`config.mk`:
```
export PLATFORM = sky130hd
export DESIGN_NAME = tx_symbol_path
export DESIGN_NICKNAME = d
export VERILOG_FILES = /design/src/rtl/tx_sym_pkg.sv /design/src/rtl/tx_sym_enc6.sv /design/src/rtl/tx_sym_enc4.sv /design/src/rtl/tx_sym_encoder.sv /design/src/rtl/tx_symbol_path.sv
export SDC_FILE = /design/constraint.sdc
export NUM_CORES = 1
export LEC_CHECK = 0
export BUFFER_PORTS_ARGS = -buffer_cell sky130_fd_sc_hd__buf_2
export CORE_MARGIN = 2
export CORE_UTILIZATION = 45
export DETAILED_ROUTE_END_ITERATION = 10
export PLACE_DENSITY = 0.79
export SYNTH_ARGS = -nofsm -noshare
export SYNTH_HDL_FRONTEND = slang
export SYNTH_HIERARCHICAL = 1
export SYNTH_SLANG_ARGS = --single-unit
```
`constraint.sdc`:
```
create_clock -name clk_i -period 0.8 [get_ports clk_i]
set_input_delay 0.12 -clock clk_i [delete_from_list [all_inputs] [get_ports clk_i]]
set_output_delay 0.12 -clock clk_i [all_outputs]
set_load 0.05 [all_outputs]
```
`src/rtl/tx_sym_pkg.sv`:
```
package tx_sym_pkg;
  localparam int BYTE_W = 8;
  localparam int SYM_W  = 10;

  typedef enum logic [1:0] {
    SEL_IDLE = 2'd0,
    SEL_LOOP = 2'd1,
    SEL_ENC  = 2'd2
  } tx_sel_e;
endpackage

```
`src/rtl/tx_sym_enc6.sv`:
```
// 5b/6b sub-block encoder. rd_i/rd_o: 1 = positive running disparity.
module tx_sym_enc6 (
  input  logic [4:0] x_i,
  input  logic       k28_i,
  input  logic       rd_i,
  output logic [5:0] code_o,
  output logic       rd_o
);
  logic [5:0] base;
  logic       keep;

  always_comb begin
    unique case (x_i)
      5'd0:  base = 6'b100111;
      5'd1:  base = 6'b011101;
      5'd2:  base = 6'b101101;
      5'd3:  base = 6'b110001;
      5'd4:  base = 6'b110101;
      5'd5:  base = 6'b101001;
      5'd6:  base = 6'b011001;
      5'd7:  base = 6'b111000;
      5'd8:  base = 6'b111001;
      5'd9:  base = 6'b100101;
      5'd10: base = 6'b010101;
      5'd11: base = 6'b110100;
      5'd12: base = 6'b001101;
      5'd13: base = 6'b101100;
      5'd14: base = 6'b011100;
      5'd15: base = 6'b010111;
      5'd16: base = 6'b011011;
      5'd17: base = 6'b100011;
      5'd18: base = 6'b010011;
      5'd19: base = 6'b110010;
      5'd20: base = 6'b001011;
      5'd21: base = 6'b101010;
      5'd22: base = 6'b011010;
      5'd23: base = 6'b111010;
      5'd24: base = 6'b110011;
      5'd25: base = 6'b100110;
      5'd26: base = 6'b010110;
      5'd27: base = 6'b110110;
      5'd28: base = k28_i ? 6'b001111 : 6'b001110;
      5'd29: base = 6'b101110;
      5'd30: base = 6'b011110;
      default: base = 6'b101011;
    endcase
    // Balanced codes are shared by both disparities, except the 111000/000111 pair.
    keep   = ($countones(base) == 3) && (base != 6'b111000);
    code_o = (rd_i && !keep) ? ~base : base;
    rd_o   = rd_i ^ ($countones(code_o) != 3);
  end
endmodule

```
`src/rtl/tx_sym_enc4.sv`:
```
// 3b/4b sub-block encoder. alt_i selects the alternate x.7 code.
module tx_sym_enc4 (
  input  logic [2:0] y_i,
  input  logic       k28_i,
  input  logic       alt_i,
  input  logic       rd_i,
  output logic [3:0] code_o,
  output logic       rd_o
);
  logic [3:0] base;
  logic       flip;
  logic [3:0] pos_code;

  always_comb begin
    unique case (y_i)
      3'd0: base = 4'b1011;
      3'd1: base = 4'b1001;
      3'd2: base = 4'b0101;
      3'd3: base = 4'b1100;
      3'd4: base = 4'b1101;
      3'd5: base = 4'b1010;
      3'd6: base = 4'b0110;
      default: base = alt_i ? 4'b0111 : 4'b1110;
    endcase
    flip     = ($countones(base) != 2) || (y_i == 3'd3);
    pos_code = flip ? ~base : base;
    if (k28_i) begin
      // K28 sub-blocks always mirror with disparity.
      code_o = pos_code ^ {4{~rd_i}};
    end else begin
      code_o = rd_i ? pos_code : base;
    end
    rd_o = rd_i ^ ($countones(code_o) != 2);
  end
endmodule

```
`src/rtl/tx_sym_encoder.sv`:
```
module tx_sym_encoder
  import tx_sym_pkg::*;
(
  input  logic [BYTE_W-1:0] byte_i,
  input  logic              ctl_i,
  input  logic              rd_i,
  output logic [SYM_W-1:0]  sym_o,
  output logic              rd_o,
  output logic              kerr_o
);
  logic [4:0] x;
  logic [2:0] y;
  logic       k_ok;
  logic       k28;
  logic       alt;
  logic [5:0] c6;
  logic [3:0] c4;
  logic       rd_mid;

  assign x = byte_i[4:0];
  assign y = byte_i[7:5];

  always_comb begin
    k_ok = ctl_i && ((x == 5'd28) ||
           ((y == 3'd7) && ((x == 5'd23) || (x == 5'd27) || (x == 5'd29) || (x == 5'd30))));
    k28    = k_ok && (x == 5'd28);
    kerr_o = ctl_i && !k_ok;
  end

  tx_sym_enc6 u_enc6 (
    .x_i    (x),
    .k28_i  (k28),
    .rd_i   (rd_i),
    .code_o (c6),
    .rd_o   (rd_mid)
  );

  // Alternate x.7 avoids a run of five equal bits across the sub-block edge.
  assign alt = (y == 3'd7) &&
               (k_ok || (!rd_mid && c6[1] && c6[0]) || (rd_mid && !c6[1] && !c6[0]));

  tx_sym_enc4 u_enc4 (
    .y_i    (y),
    .k28_i  (k28),
    .alt_i  (alt),
    .rd_i   (rd_mid),
    .code_o (c4),
    .rd_o   (rd_o)
  );

  assign sym_o = {c6, c4};
endmodule

```
`src/rtl/tx_symbol_path.sv`:
```
module tx_symbol_path
  import tx_sym_pkg::*;
#(
  parameter int RST_STAGES = 2
) (
  input  logic              clk_i,
  input  logic              rst_n_i,
  input  logic [BYTE_W-1:0] tx_byte_i,
  input  logic              tx_ctl_i,
  input  logic              tx_compl_i,
  input  logic              tx_idle_i,
  input  logic              lpbk_en_i,
  input  logic [SYM_W-1:0]  lpbk_sym_i,
  output logic [SYM_W-1:0]  sym_o,
  output logic              sym_vld_o,
  output logic              enc_err_o
);
  // Reset: asserted asynchronously, released through a synchronizer chain.
  logic [RST_STAGES-1:0] rst_sync_q;
  logic                  rst_n;

  generate
    if (RST_STAGES == 1) begin : g_rst1
      always_ff @(posedge clk_i or negedge rst_n_i) begin
        if (!rst_n_i) rst_sync_q <= '0;
        else          rst_sync_q <= 1'b1;
      end
    end else begin : g_rstn
      always_ff @(posedge clk_i or negedge rst_n_i) begin
        if (!rst_n_i) rst_sync_q <= '0;
        else          rst_sync_q <= {rst_sync_q[RST_STAGES-2:0], 1'b1};
      end
    end
  endgenerate
  assign rst_n = rst_sync_q[RST_STAGES-1];

  tx_sel_e            sel;
  logic               rd_q;
  logic               rd_en;
  logic               enc_rd_in;
  logic               enc_rd_out;
  logic [SYM_W-1:0]   enc_sym;
  logic               enc_kerr;
  logic [SYM_W-1:0]   sym_nxt;
  logic               vld_nxt;
  logic               err_nxt;
  logic               armed_q;

  // Compliance forces negative starting disparity for this symbol only.
  assign enc_rd_in = tx_compl_i ? 1'b0 : rd_q;

  tx_sym_encoder u_enc (
    .byte_i (tx_byte_i),
    .ctl_i  (tx_ctl_i),
    .rd_i   (enc_rd_in),
    .sym_o  (enc_sym),
    .rd_o   (enc_rd_out),
    .kerr_o (enc_kerr)
  );

  always_comb begin
    if (tx_idle_i)      sel = SEL_IDLE;
    else if (lpbk_en_i) sel = SEL_LOOP;
    else                sel = SEL_ENC;

    sym_nxt = enc_sym;
    vld_nxt = 1'b1;
    err_nxt = enc_kerr;
    unique case (sel)
      SEL_IDLE: begin
        sym_nxt = '0;
        vld_nxt = 1'b0;
        err_nxt = 1'b0;
      end
      SEL_LOOP: begin
        sym_nxt = lpbk_sym_i;
        err_nxt = 1'b0;
      end
      default: ;
    endcase
    rd_en = (sel == SEL_ENC);
  end

  always_ff @(posedge clk_i or negedge rst_n) begin
    if (!rst_n) begin
      sym_o     <= '0;
      sym_vld_o <= 1'b0;
      enc_err_o <= 1'b0;
      armed_q   <= 1'b0;
    end else begin
      sym_o     <= sym_nxt;
      sym_vld_o <= vld_nxt;
      enc_err_o <= err_nxt;
      armed_q   <= 1'b1;
    end
  end

  always_ff @(posedge clk_i or negedge rst_n) begin
    if (!rst_n)     rd_q <= 1'b0;
    else if (rd_en) rd_q <= enc_rd_out;
  end

  // idle one cycle earlier blanks the symbol and its qualifier.
  a_r6_idle_blank: assert property (@(posedge clk_i) disable iff (!rst_n)
    armed_q && $past(tx_idle_i) |-> !sym_vld_o && (sym_o == '0) && !enc_err_o);

  // loopback passes the received symbol through unchanged.
  a_r7_loop_pass: assert property (@(posedge clk_i) disable iff (!rst_n)
    armed_q && $past(!tx_idle_i && lpbk_en_i)
    |-> sym_vld_o && (sym_o == $past(lpbk_sym_i)) && !enc_err_o);

  // a K28.5 marked for compliance leaves as the negative-disparity code.
  a_r4_compl_k285: assert property (@(posedge clk_i) disable iff (!rst_n)
    armed_q && $past(!tx_idle_i && !lpbk_en_i && tx_compl_i && tx_ctl_i && (tx_byte_i == 8'hBC))
    |-> sym_o == 10'h0FA);

  // every encoded symbol carries four, five or six ones.
  a_r2_weight: assert property (@(posedge clk_i) disable iff (!rst_n)
    armed_q && $past(!tx_idle_i && !lpbk_en_i) |-> ($countones(sym_o) inside {4, 5, 6}));

  // the error pulse only follows an encoded byte that carried the control flag.
  a_r8_err_cause: assert property (@(posedge clk_i) disable iff (!rst_n)
    armed_q && $past(tx_idle_i || lpbk_en_i || !tx_ctl_i) |-> !enc_err_o);
endmodule

```
==> results of run 1 <==
sequential cells by signal (all words and copies together) (netlist names):
signal,flops
enc_err_o,1
rd_q,1
rst_sync_q,2
sym_o,10
sym_vld_o,1
per-stage QoR:
| stage | util (%) | power (mW) | cells |
|---|---|---|---|
| after global routing | 78.0 | 12.7 | 323 |
| after floorplan | - | 5.94 | 177 |
| after global placement | 62.8 | 7.55 | 299 |
| after detailed placement | 62.8 | 7.77 | 299 |
| after CTS | 73.5 | 9.98 | 317 |
| final | 78.0 | 12.0 | 323 |
worst max path at each step:
| stage | end | cells past startpoint | slack (ns) |
|---|---|---|---|
| detailed placement | rd_q$_DFFE_PN0N_ | 44 | -8.36 |
| global placement | rd_q$_DFFE_PN0N_ | 44 | -8.19 |
| global route | rd_q$_DFFE_PN0N_ | 45 | -8.67 |
| floorplan | rd_q$_DFFE_PN0N_ | 44 | -7.97 |
| CTS | rd_q$_DFFE_PN0N_ | 44 | -7.99 |
| finish | rd_q$_DFFE_PN0N_ | 45 | -8.41 |
repair_timing:
item,4_1_cts,5_1_grt
hold endpoints to repair,2,0
buffers inserted,16,8
hold buffers,1,0
pin swaps,17,27
gates resized for setup,53,24
endpoints found under the setup margin,24,24
cells in the mapped netlist, drive strengths merged, types with 2 or more instances:
master   number  area, µm²
nand2        13       48.8
a21oi         5       28.8
xnor2        12        128
fa            7        140
dfrtp        15        375
o22ai         2       12.5
o211a         2       20.0
o21ai         4       20.0
a21o          2       16.3
and2          2       12.5
o2bb2ai       2       17.5
nand4b        2       17.5
nor2         18       67.6
buf          11       81.3
inv          15       56.3
nand3         4       20.0
a211oi        3       32.5
nor4          2       12.5
nor4b         2       32.5
nor3          5       41.3
xor2          4       35.0
ha            9        113
and3          3       18.8
nand2b        2       12.5
mux2i        11        114
logic make-up after synthesis:
family,after synthesis
other cells,1
mux,12
flops,15
buf+inv,27
xor+xnor,16
simple gates,60
compound gates,29
fa+ha+maj,17
final cells by class:
cell class | count | area, µm²
sequential | 15 | 375
inverter | 15 | 56.3
fill | 216 | 792
clock inverter | 1 | 5.00
multi-input combinational | 135 | 1390
timing repair buffer | 106 | 891
tap | 48 | 60.1
clock buffer | 3 | 41.3
metal layers:
layer	track usage, %	part of all wire (%)
met5	0	0
met4	11.2	2.6
met3	2.08	5.6
met2	51.6	55
met1	24.2	37
critical path: cells and delay by family:
kind	cells	cell delay, ns
AOI/OAI and AO/OA	6	1.09
xor gates and xnor gates	4	0.58
adders and majority gates	14	4.79
buffers and inverters	8	0.55
muxes	2	0.67
and+or+nand+nor	11	1.51
power by group through the flow:
stage          logic (mW)  clock network (mW)  registers [mW]
3_5_place_dp         6.78                   0           0.998
4_1_cts              8.35               0.602            1.02
6_report             10.3               0.615            1.04
2_1_floorplan        4.42                   0            1.51
5_1_grt              11.0               0.651            1.05
3_3_place_gp         6.55                   0           0.996
==> results_dict.tcl, run 1 <==
set metrics [dict create \
    synthSimpleGateAreaFrac_pct 20.9 \
    grt_pass1_vias 1721 \
    p_leak_nw 1.38 \
    cts_sinks 15 \
    seq_power_share_pct 8.7 \
    avgSynthCellArea_um2 9.32 \
    ant_nets 0 \
    pre_cts_ws_ns -8.36 \
    ys_warn_count 6 \
    min_period_ns 9.21 \
    place_congestion 0.818 \
    powerDensity_nw_per_um2 4260 \
    syn-instance-count 177 \
    switching_power_mw 5.25 \
    outcome "finished with violations" \
    synthMuxAreaShare_pct 7.58 \
    core_um2 3610 \
    tightest_slew_ns 0.545 \
    arrival_ns 9.33 \
    drt-initial-drc-count 67 \
    cts_htree_levels 1 \
    async_flop_share_pct 100 \
    hp-class "in -> reg" \
    fp.dieH_um 64.6 \
    min_from "lpbk_sym_i[8]" \
    swShare_pct 43.8 \
    skew_ns 0.00850 \
    yosys.area_share.adder_pct 15.9 \
    grt_pass1_wl_um 7800 \
    routedWlPerCell_um 16.4 \
    insertion_delay_ns 0.25 \
    hpwl_um 2820 \
    drv_slew 0 \
    clock_path_buffers 2 \
    cp_max_fo 4 \
    layout_commonest_cell "buf_4" \
    internal_power_mw 6.73 \
    dr.pass1.iters 5 \
    synth_top_family_by_area "simple AND/OR/NAND/NOR gates" \
    final.setup.tns_ns -59.25 \
    numCtsBuffers 3 \
    syn_nets 217 \
    wl_um 5310 \
    power_frac_comb_pct 86.2 \
    whs_ns 0.142 \
    cp_data_required_time_ns 0.92 \
    fin_crit_sh_pct 1150 \
    cpMostUsedCell "fa_1" \
    hold_viol_final 0 \
    yosysUniqueCellTypes 58 \
    cts.clk_slew.worst_paths_ns 0.07 \
    placed_area_um2 2270 \
    diodes 0 \
    io_buffers 35 \
    syn_area_um2 1650 \
    fmax_mhz 109 \
    r2r-start "rd_q$_DFFE_PN0N_" \
    end_kind "flop" \
    initial_core_util_pct 45.8 \
    grt_max_degree 23 \
    cts_tree "done" \
    critPathLaunch "tx_byte_i[2]" \
    grt_use_total_pct 24.8 \
    min_to "sym_o[8]$_DFF_PN0_" \
    fp-row-count 22 \
    via_per_inst 5.32 \
    reg2reg_depth 32 \
    slowest_delay_ns 0.55 \
    vdd_ir_drop_max_mv 2.44 \
    synth_xor_area_share_pct 9.86 \
    max_cap_viol_count 0 \
    overflow 0 \
    start_kind "input pin" \
    synthToLayoutAreaGrowth_pct 70.5 \
    rsz0062_at_grt "yes" \
    stdcell_area_um2 2810 \
    failed_checks "negative setup slack" \
    hold_path_depth 3 \
    die-area_um2 4170 \
    antenna_found_initial 0 \
    crit_type "in -> reg" \
    final_cell_mix "buf_4 (53), buf_6 (30), buf_2 (19), dfrtp_1 (15), nor2_1 (14)" \
    rrSetupSlack_ns -6.26 \
    setup-violations-final 24 \
    cp_slowest_cell "fa_1" \
    p_clk_share_pct 5.1 \
    synth_compound_area_share_pct 14.1 \
    vias 1718 \
    fin_nets 316 \
    die_w_um 64.6 \
    setup_ws_ns -8.41 \
    synth_edf_count 0 \
    drc 0 \
    timing.rr.end "rd_q$_DFFE_PN0N_" \
    ys_seq_area_share_pct 22.7 \
    cts_root_buf "clkbuf_8" \
    synth_seq_cells 15 \
    drive_gt1_share_pct 58.5 \
    slew-limit-headroom_pct 63.7 \
    ios 36 \
    ys.flop_type "dfrtp_1" \
]
Note: power is estimated with default switching activity, not from simulation.
==> inputs of run 2 (changes only) <==
SYNTH_HIERARCHICAL = unset   (was 1)
==> run 2 against run 1 <==
  * The run still ends with negative setup slack left
  * Non-clock buffer count rose by 14
  * Via count increased by 13%
  * Synthesized area is 0.15% higher
  * Power fell by 14%
  * Critical path depth fell by 10
  * Die area grew 0.14%
  * Global-route usage increased by 4.8 points
  * Critical endpoint unchanged
==> results_dict.tcl, run 2 <==
set metrics [dict create \
    hold_viol_final 0 \
    fp-row-count 22 \
    via_per_inst 5.45 \
    internal_power_mw 5.99 \
    grt_max_degree 14 \
    yosys-top-cells-area "dfrtp_1 (23%), ha_1 (9.1%), fa_1 (7.3%), nor2_1 (4.8%), a21oi_1 (4.2%)" \
    dp.cells 341 \
    slew-limit-headroom_pct 52.4 \
    grt_use_total_pct 29.6 \
    drt-initial-drc-count 106 \
    overflow 0 \
    yosys.area_share.adder_pct 17.0 \
    grt_pass1_wl_um 9470 \
    antenna_found_initial 0 \
    synthMuxAreaShare_pct 3.63 \
    io_buffers 35 \
    largestRegisters "sym_o x10, rst_sync_q x2" \
    pre_cts_ws_ns -7.11 \
    stdcell_area_um2 2930 \
    drive_gt1_share_pct 54.7 \
    p_leak_nw 1.38 \
    core_um2 3610 \
    synth_compound_area_share_pct 18.8 \
    seq_power_share_pct 9.3 \
    fin_nets 352 \
    max_cap_viol_count 0 \
    ys_seq_area_share_pct 22.7 \
    vias 1947 \
    fmax_mhz 130 \
    cp_max_fo 9 \
    synthToLayoutAreaGrowth_pct 77.4 \
    cts_tree "done" \
    initial_core_util_pct 45.8 \
    vdd_ir_drop_max_mv 2.55 \
    async_flop_share_pct 100 \
    slowest_delay_ns 0.50 \
    cts.clk_slew.worst_paths_ns 0.06 \
    fin_crit_sh_pct 961 \
    cts_root_buf "clkbuf_8" \
    fillers 192 \
    grt_pass1_vias 2024 \
    drv_slew 0 \
    p_clk_share_pct 6.0 \
    ios 36 \
    postLayoutCoreUtil_pct 81.3 \
    syn_area_um2 1650 \
    start_kind "input pin" \
    clock_path_buffers 2 \
    power_frac_comb_pct 84.6 \
    syn_nets 238 \
    routedWlPerCell_um 17.3 \
    synth_top_family_by_area "simple AND/OR/NAND/NOR gates" \
    rrSetupSlack_ns -5.01 \
    cp_data_required_time_ns 0.94 \
    syn-instance-count 196 \
    stdcell_count 357 \
    skew_ns 0.00498 \
    synth_xor_area_share_pct 6.81 \
    place_congestion 0.920 \
    die-area_um2 4170 \
    synth_top_cell_area_share_pct 22.7 \
    setup-violations-final 24 \
    yosysUniqueCellTypes 50 \
    synth_edf_count 0 \
    min_period_ns 7.69 \
    synthSimpleGateAreaFrac_pct 22.4 \
    failed_checks "negative setup slack" \
    dr.pass1.iters 5 \
    cts_sinks 15 \
    synth_common_cells "nor2_1 (21), inv_1 (17), dfrtp_1 (15), a21oi_1 (14), ha_1 (12)" \
    rsz0062_at_grt "yes" \
    finalPower_mw 10.3 \
    multi_input_area_um2 1420 \
    outcome "finished with violations" \
    ys.flop_type "dfrtp_1" \
    setup_ws_ns -6.89 \
    hpwl_um 3600 \
    switching_power_mw 4.35 \
    synth_area_leader_cell "dfrtp_1" \
    drc 0 \
    arrival_ns 7.83 \
    register_area_um2 375 \
    layout_commonest_cell "buf_4" \
    placed_area_um2 2410 \
    cp_slowest_cell "fa_1" \
    wl_um 6160 \
    tightest_slew_ns 0.707 \
    die_w_um 64.6 \
    crit_type "in -> reg" \
    ys_warn_count 0 \
    powerDensity_nw_per_um2 3530 \
    ant_nets 0 \
    cpMostUsedCell "fa_1" \
    final_cell_mix "buf_4 (75), nor2_1 (21), buf_6 (21), buf_2 (19), dfrtp_1 (15)" \
    regMostFlops "sym_o" \
    diodes 0 \
    hp-class "in -> reg" \
    fp.dieH_um 64.6 \
    insertion_delay_ns 0.25 \
    synth_seq_cells 15 \
    cts_htree_levels 1 \
    avgSynthCellArea_um2 8.43 \
    synth_most_common_cell "nor2_1" \
    largest_reg_flops 10 \
    end_kind "flop" \
    swShare_pct 42.1 \
    numCtsBuffers 3 \
]
==> run 2: cell count changes after synthesis, sizes merged, moves of 5 or more <==
cell / before / now
xnor2: 12 / 6
mux2i: 11 / 6
a21oi: 5 / 14
nor2: 18 / 23
nand3: 4 / 9
nand2b: 2 / 8
==> run 2: worst paths after layout <==
path,start,endpoint,cells past startpoint
min in group asynchronous,rst_n_i,rst_sync_q[1]$_DFF_PN0_,2
setup / recovery,tx_byte_i[1],rd_q$_DFFE_PN0N_,35
setup reg to reg,rd_q$_DFFE_PN0N_,rd_q$_DFFE_PN0N_,25
hold reg to reg,rst_sync_q[1]$_DFF_PN0_,sym_o[3]$_DFF_PN0_,1
max in group asynchronous,rst_sync_q[1]$_DFF_PN0_,sym_o[7]$_DFF_PN0_,1
hold / removal,lpbk_sym_i[1],sym_o[1]$_DFF_PN0_,3
==> run 2: stage by stage <==
stage	hold slack (ns)	setup TNS [ns]
after detailed placement	-0.0859	-49.03
after floorplan	-0.176	-45.90
after global placement	-0.0955	-47.28
final	0.126	-47.53
after CTS	0.117	-46.15
after global routing	0.131	-49.55
==> run 2: layout make-up <==
type	instances	area share, %
Sequential cell	15	12.8
Tap cell	48	2.05
Clock buffer	4	1.54
Timing Repair Buffer	120	32.8
Multi-Input combinational cell	152	48.5
Inverter	18	2.30
==> run 2: per-layer routing <==
metal | vias up | routed length [µm] | GRT usage (%)
met2 | 74 | 3370 | 56.5
met4 | 0 | 250 | 12.8
met3 | 22 | 232 | 3.30
met5 | - | 0 | 0
met1 | 942 | 2310 | 32.9
li1 | 909 | - | -
==> run 2: what timing repair did <==
action / 4_1_cts / 5_1_grt
gates resized for setup: 64 / 23
hold buffers: 1 / 0
endpoints found under the hold margin: 2 / 0
pin swaps: 17 / 6
setup endpoints to repair: 24 / 24
buffers inserted: 18 / 8
==> run 2: power groups by stage <==
stage / logic, mW / registers (mW) / clock network (mW)
after floorplan: 2.93 / 1.27 / 0
after global placement: 4.85 / 0.920 / 0
after detailed placement: 5.23 / 0.927 / 0
after CTS: 7.22 / 0.941 / 0.616
after global routing: 9.20 / 0.962 / 0.669
final: 8.75 / 0.964 / 0.625
==> run 2: cell families (layout without fill, tap and decap cells) <==
kind of cell / after synthesis / in the layout
xor gates and xnor gates: 12 / 12
AOI/OAI and AO/OA: 44 / 44
DFF: 15 / 15
muxes: 6 / 6
buffers and inverters: 29 / 142
adders and majority gates: 19 / 19
and+or+nand+nor: 70 / 70
other: 1 / 1
==> run 2: worst max-delay path, delay by kind of cell <==
family                   cells  cell delay [ns]
adder cells (fa/ha/maj)     12             4.06
XOR/XNOR                     4             0.63
multiplexers                 1             0.23
AO/OA/AOI/OAI                7             1.49
AND/OR/NAND/NOR              5             0.81
buffers and inverters        6             0.49
==> inputs of run 3 (changes only) <==
ABC_CLOCK_PERIOD_IN_PS = 800   (was unset)
PLACE_DENSITY = 0.76   (was 0.79)
==> run 3 against run 2 <==
  * The run still ends with negative setup slack left
  * Via count increased by 9.8%
  * Flip-flop and latch count unchanged
  * Largest power group unchanged
  * Fmax decreased by 1.8%
  * Power decreased by 2.4%
  * Sequential power decreased by 2%
  * Sequential share of layout area decreased by 0.076 points
  * Global-route usage increased by 3.6 points
  * Largest cell class unchanged
==> results_dict.tcl, run 3 (synthesis results as in run 2) <==
set metrics [dict create \
    outcome "finished with violations" \
    failed_checks "negative setup slack" \
    seq_power_share_pct 9.4 \
    slew-limit-headroom_pct 53.3 \
    die-area_um2 4170 \
    fp-row-count 22 \
    regMostFlops "sym_o" \
    die_w_um 64.6 \
    fp.dieH_um 64.6 \
    largest_reg_flops 10 \
    tightest_slew_ns 0.694 \
    vdd_ir_drop_max_mv 2.59 \
    numCtsBuffers 3 \
    hold_viol_final 0 \
    placed_area_um2 2390 \
    stdcell_area_um2 2950 \
    insertion_delay_ns 0.26 \
    start_kind "input pin" \
    cts_root_buf "clkbuf_8" \
    setup_ws_ns -7.03 \
    swShare_pct 43.4 \
    largestRegisters "sym_o x10, rst_sync_q x2" \
    internal_power_mw 5.71 \
    initial_core_util_pct 45.8 \
    cp_slowest_cell "fa_1" \
    slowest_delay_ns 0.51 \
    arrival_ns 8.00 \
    drive_gt1_share_pct 55.8 \
    setup-violations-final 24 \
    power_frac_comb_pct 84.2 \
    max_cap_viol_count 0 \
    skew_ns 0.00785 \
    grt_max_degree 14 \
    rsz0062_at_grt "yes" \
    end_kind "flop" \
    hpwl_um 3610 \
    drv_slew 0 \
    reg2reg_depth 25 \
    grt_pass1_vias 2089 \
    clock_path_buffers 2 \
    min_period_ns 7.83 \
    final_cell_mix "buf_4 (71), buf_6 (26), nor2_1 (21), buf_2 (21), dfrtp_1 (15)" \
    ios 36 \
    routedWlPerCell_um 20.3 \
    hp-class "in -> reg" \
    vias 2137 \
    core_um2 3610 \
    via_per_inst 5.97 \
    final.setup.tns_ns -49.32 \
    cts_sinks 15 \
    whs_ns 0.135 \
    overflow 0 \
    cts.clk_slew.worst_paths_ns 0.07 \
    hold_path_depth 3 \
    dr.pass1.iters 5 \
    drc 0 \
    drt-initial-drc-count 225 \
    diodes 0 \
    synthToLayoutAreaGrowth_pct 78.4 \
    fin_crit_sh_pct 979 \
    ant_nets 0 \
    cp_data_required_time_ns 0.97 \
    wl_um 7270 \
    dp.cells 339 \
    p_leak_nw 1.39 \
    grt_pass1_wl_um 10200 \
    grt_use_total_pct 33.2 \
    cts_tree "done" \
    stdcell_count 358 \
    p_clk_share_pct 6.4 \
    layout_commonest_cell "buf_4" \
    fin_nets 353 \
    switching_power_mw 4.38 \
    antenna_found_initial 0 \
    cts_htree_levels 1 \
    place_congestion 0.839 \
    cp_max_fo 10 \
    powerDensity_nw_per_um2 3420 \
    io_buffers 35 \
    cpMostUsedCell "fa_1" \
    crit_type "in -> reg" \
    fmax_mhz 128 \
]
[run 3: cell types whose count changed in the layout (fill, tap and decap cells not counted), moves of 2 or more]
cell,change
inv_1,-2
buf_2,+2
buf_4,-4
buf_6,+5
inv_2,+2
[run 3: power by group through the flow]
stage	Combinational (mW)	Sequential, mW	Clock, mW
final	8.49	0.946	0.647
after global routing	8.77	0.951	0.670
after CTS	7.27	0.939	0.599
after detailed placement	5.11	0.928	0
after global placement	4.83	0.922	0
after floorplan	2.93	1.27	0
[run 3: area by class of cell]
class / instances / area [µm²]
tap: 48 / 60.1
sequential: 15 / 375
clock inverter: 1 / 5.00
fill: 187 / 657
inverter: 18 / 67.6
timing repair buffer: 121 / 971
multi-input combinational: 152 / 1430
clock buffer: 3 / 41.3
[run 3: final timing paths]
kind | startpoint | to | slack, ns
worst max-delay path | tx_byte_i[3] | rd_q$_DFFE_PN0N_ | -7.03
worst min-delay path | lpbk_sym_i[2] | sym_o[2]$_DFF_PN0_ | 0.13
worst max register to register | rd_q$_DFFE_PN0N_ | rd_q$_DFFE_PN0N_ | -5.07
worst min register to register | rst_sync_q[1]$_DFF_PN0_ | sym_o[5]$_DFF_PN0_ | 0.26
max in group asynchronous | rst_sync_q[1]$_DFF_PN0_ | sym_o[0]$_DFF_PN0_ | 0.37
min in group asynchronous | rst_n_i | rst_sync_q[1]$_DFF_PN0_ | 0.21
[run 3: stage by stage]
stage | worst slack [ns] | utilization (%) | power [mW]
floorplan | -6.89 | - | 4.20
global placement | -6.79 | 66.3 | 5.75
detailed placement | -7.07 | 66.3 | 6.04
CTS | -6.71 | 79.2 | 8.81
global route | -7.33 | 81.8 | 10.4
finish | -7.03 | 81.8 | 10.1
[run 3: layer usage]
metal / routed length [µm] / track usage [%] / vias to the layer above
li1: - / - / 905
met5: 0 / 0 / -
met3: 532 / 6.60 / 67
met2: 3530 / 61.6 / 164
met1: 2540 / 34.0 / 1001
met4: 662 / 20.5 / 0
[run 3: what timing repair did]
item / in CTS / in global routing
endpoints found under the hold margin: 2 / 0
hold buffers: 1 / 0
setup endpoints to repair: 24 / 24
pin swaps: 18 / 11
buffers inserted: 19 / 6
gates resized for setup: 72 / 20
[run 3: critical path: cells and delay by family]
kind	cells	cell delay, ns
buffers and inverters	6	0.60
XOR/XNOR	4	0.70
multiplexers	1	0.33
adder cells (fa/ha/maj)	12	4.09
AO/OA/AOI/OAI	8	1.38
AND/OR/NAND/NOR	4	0.77
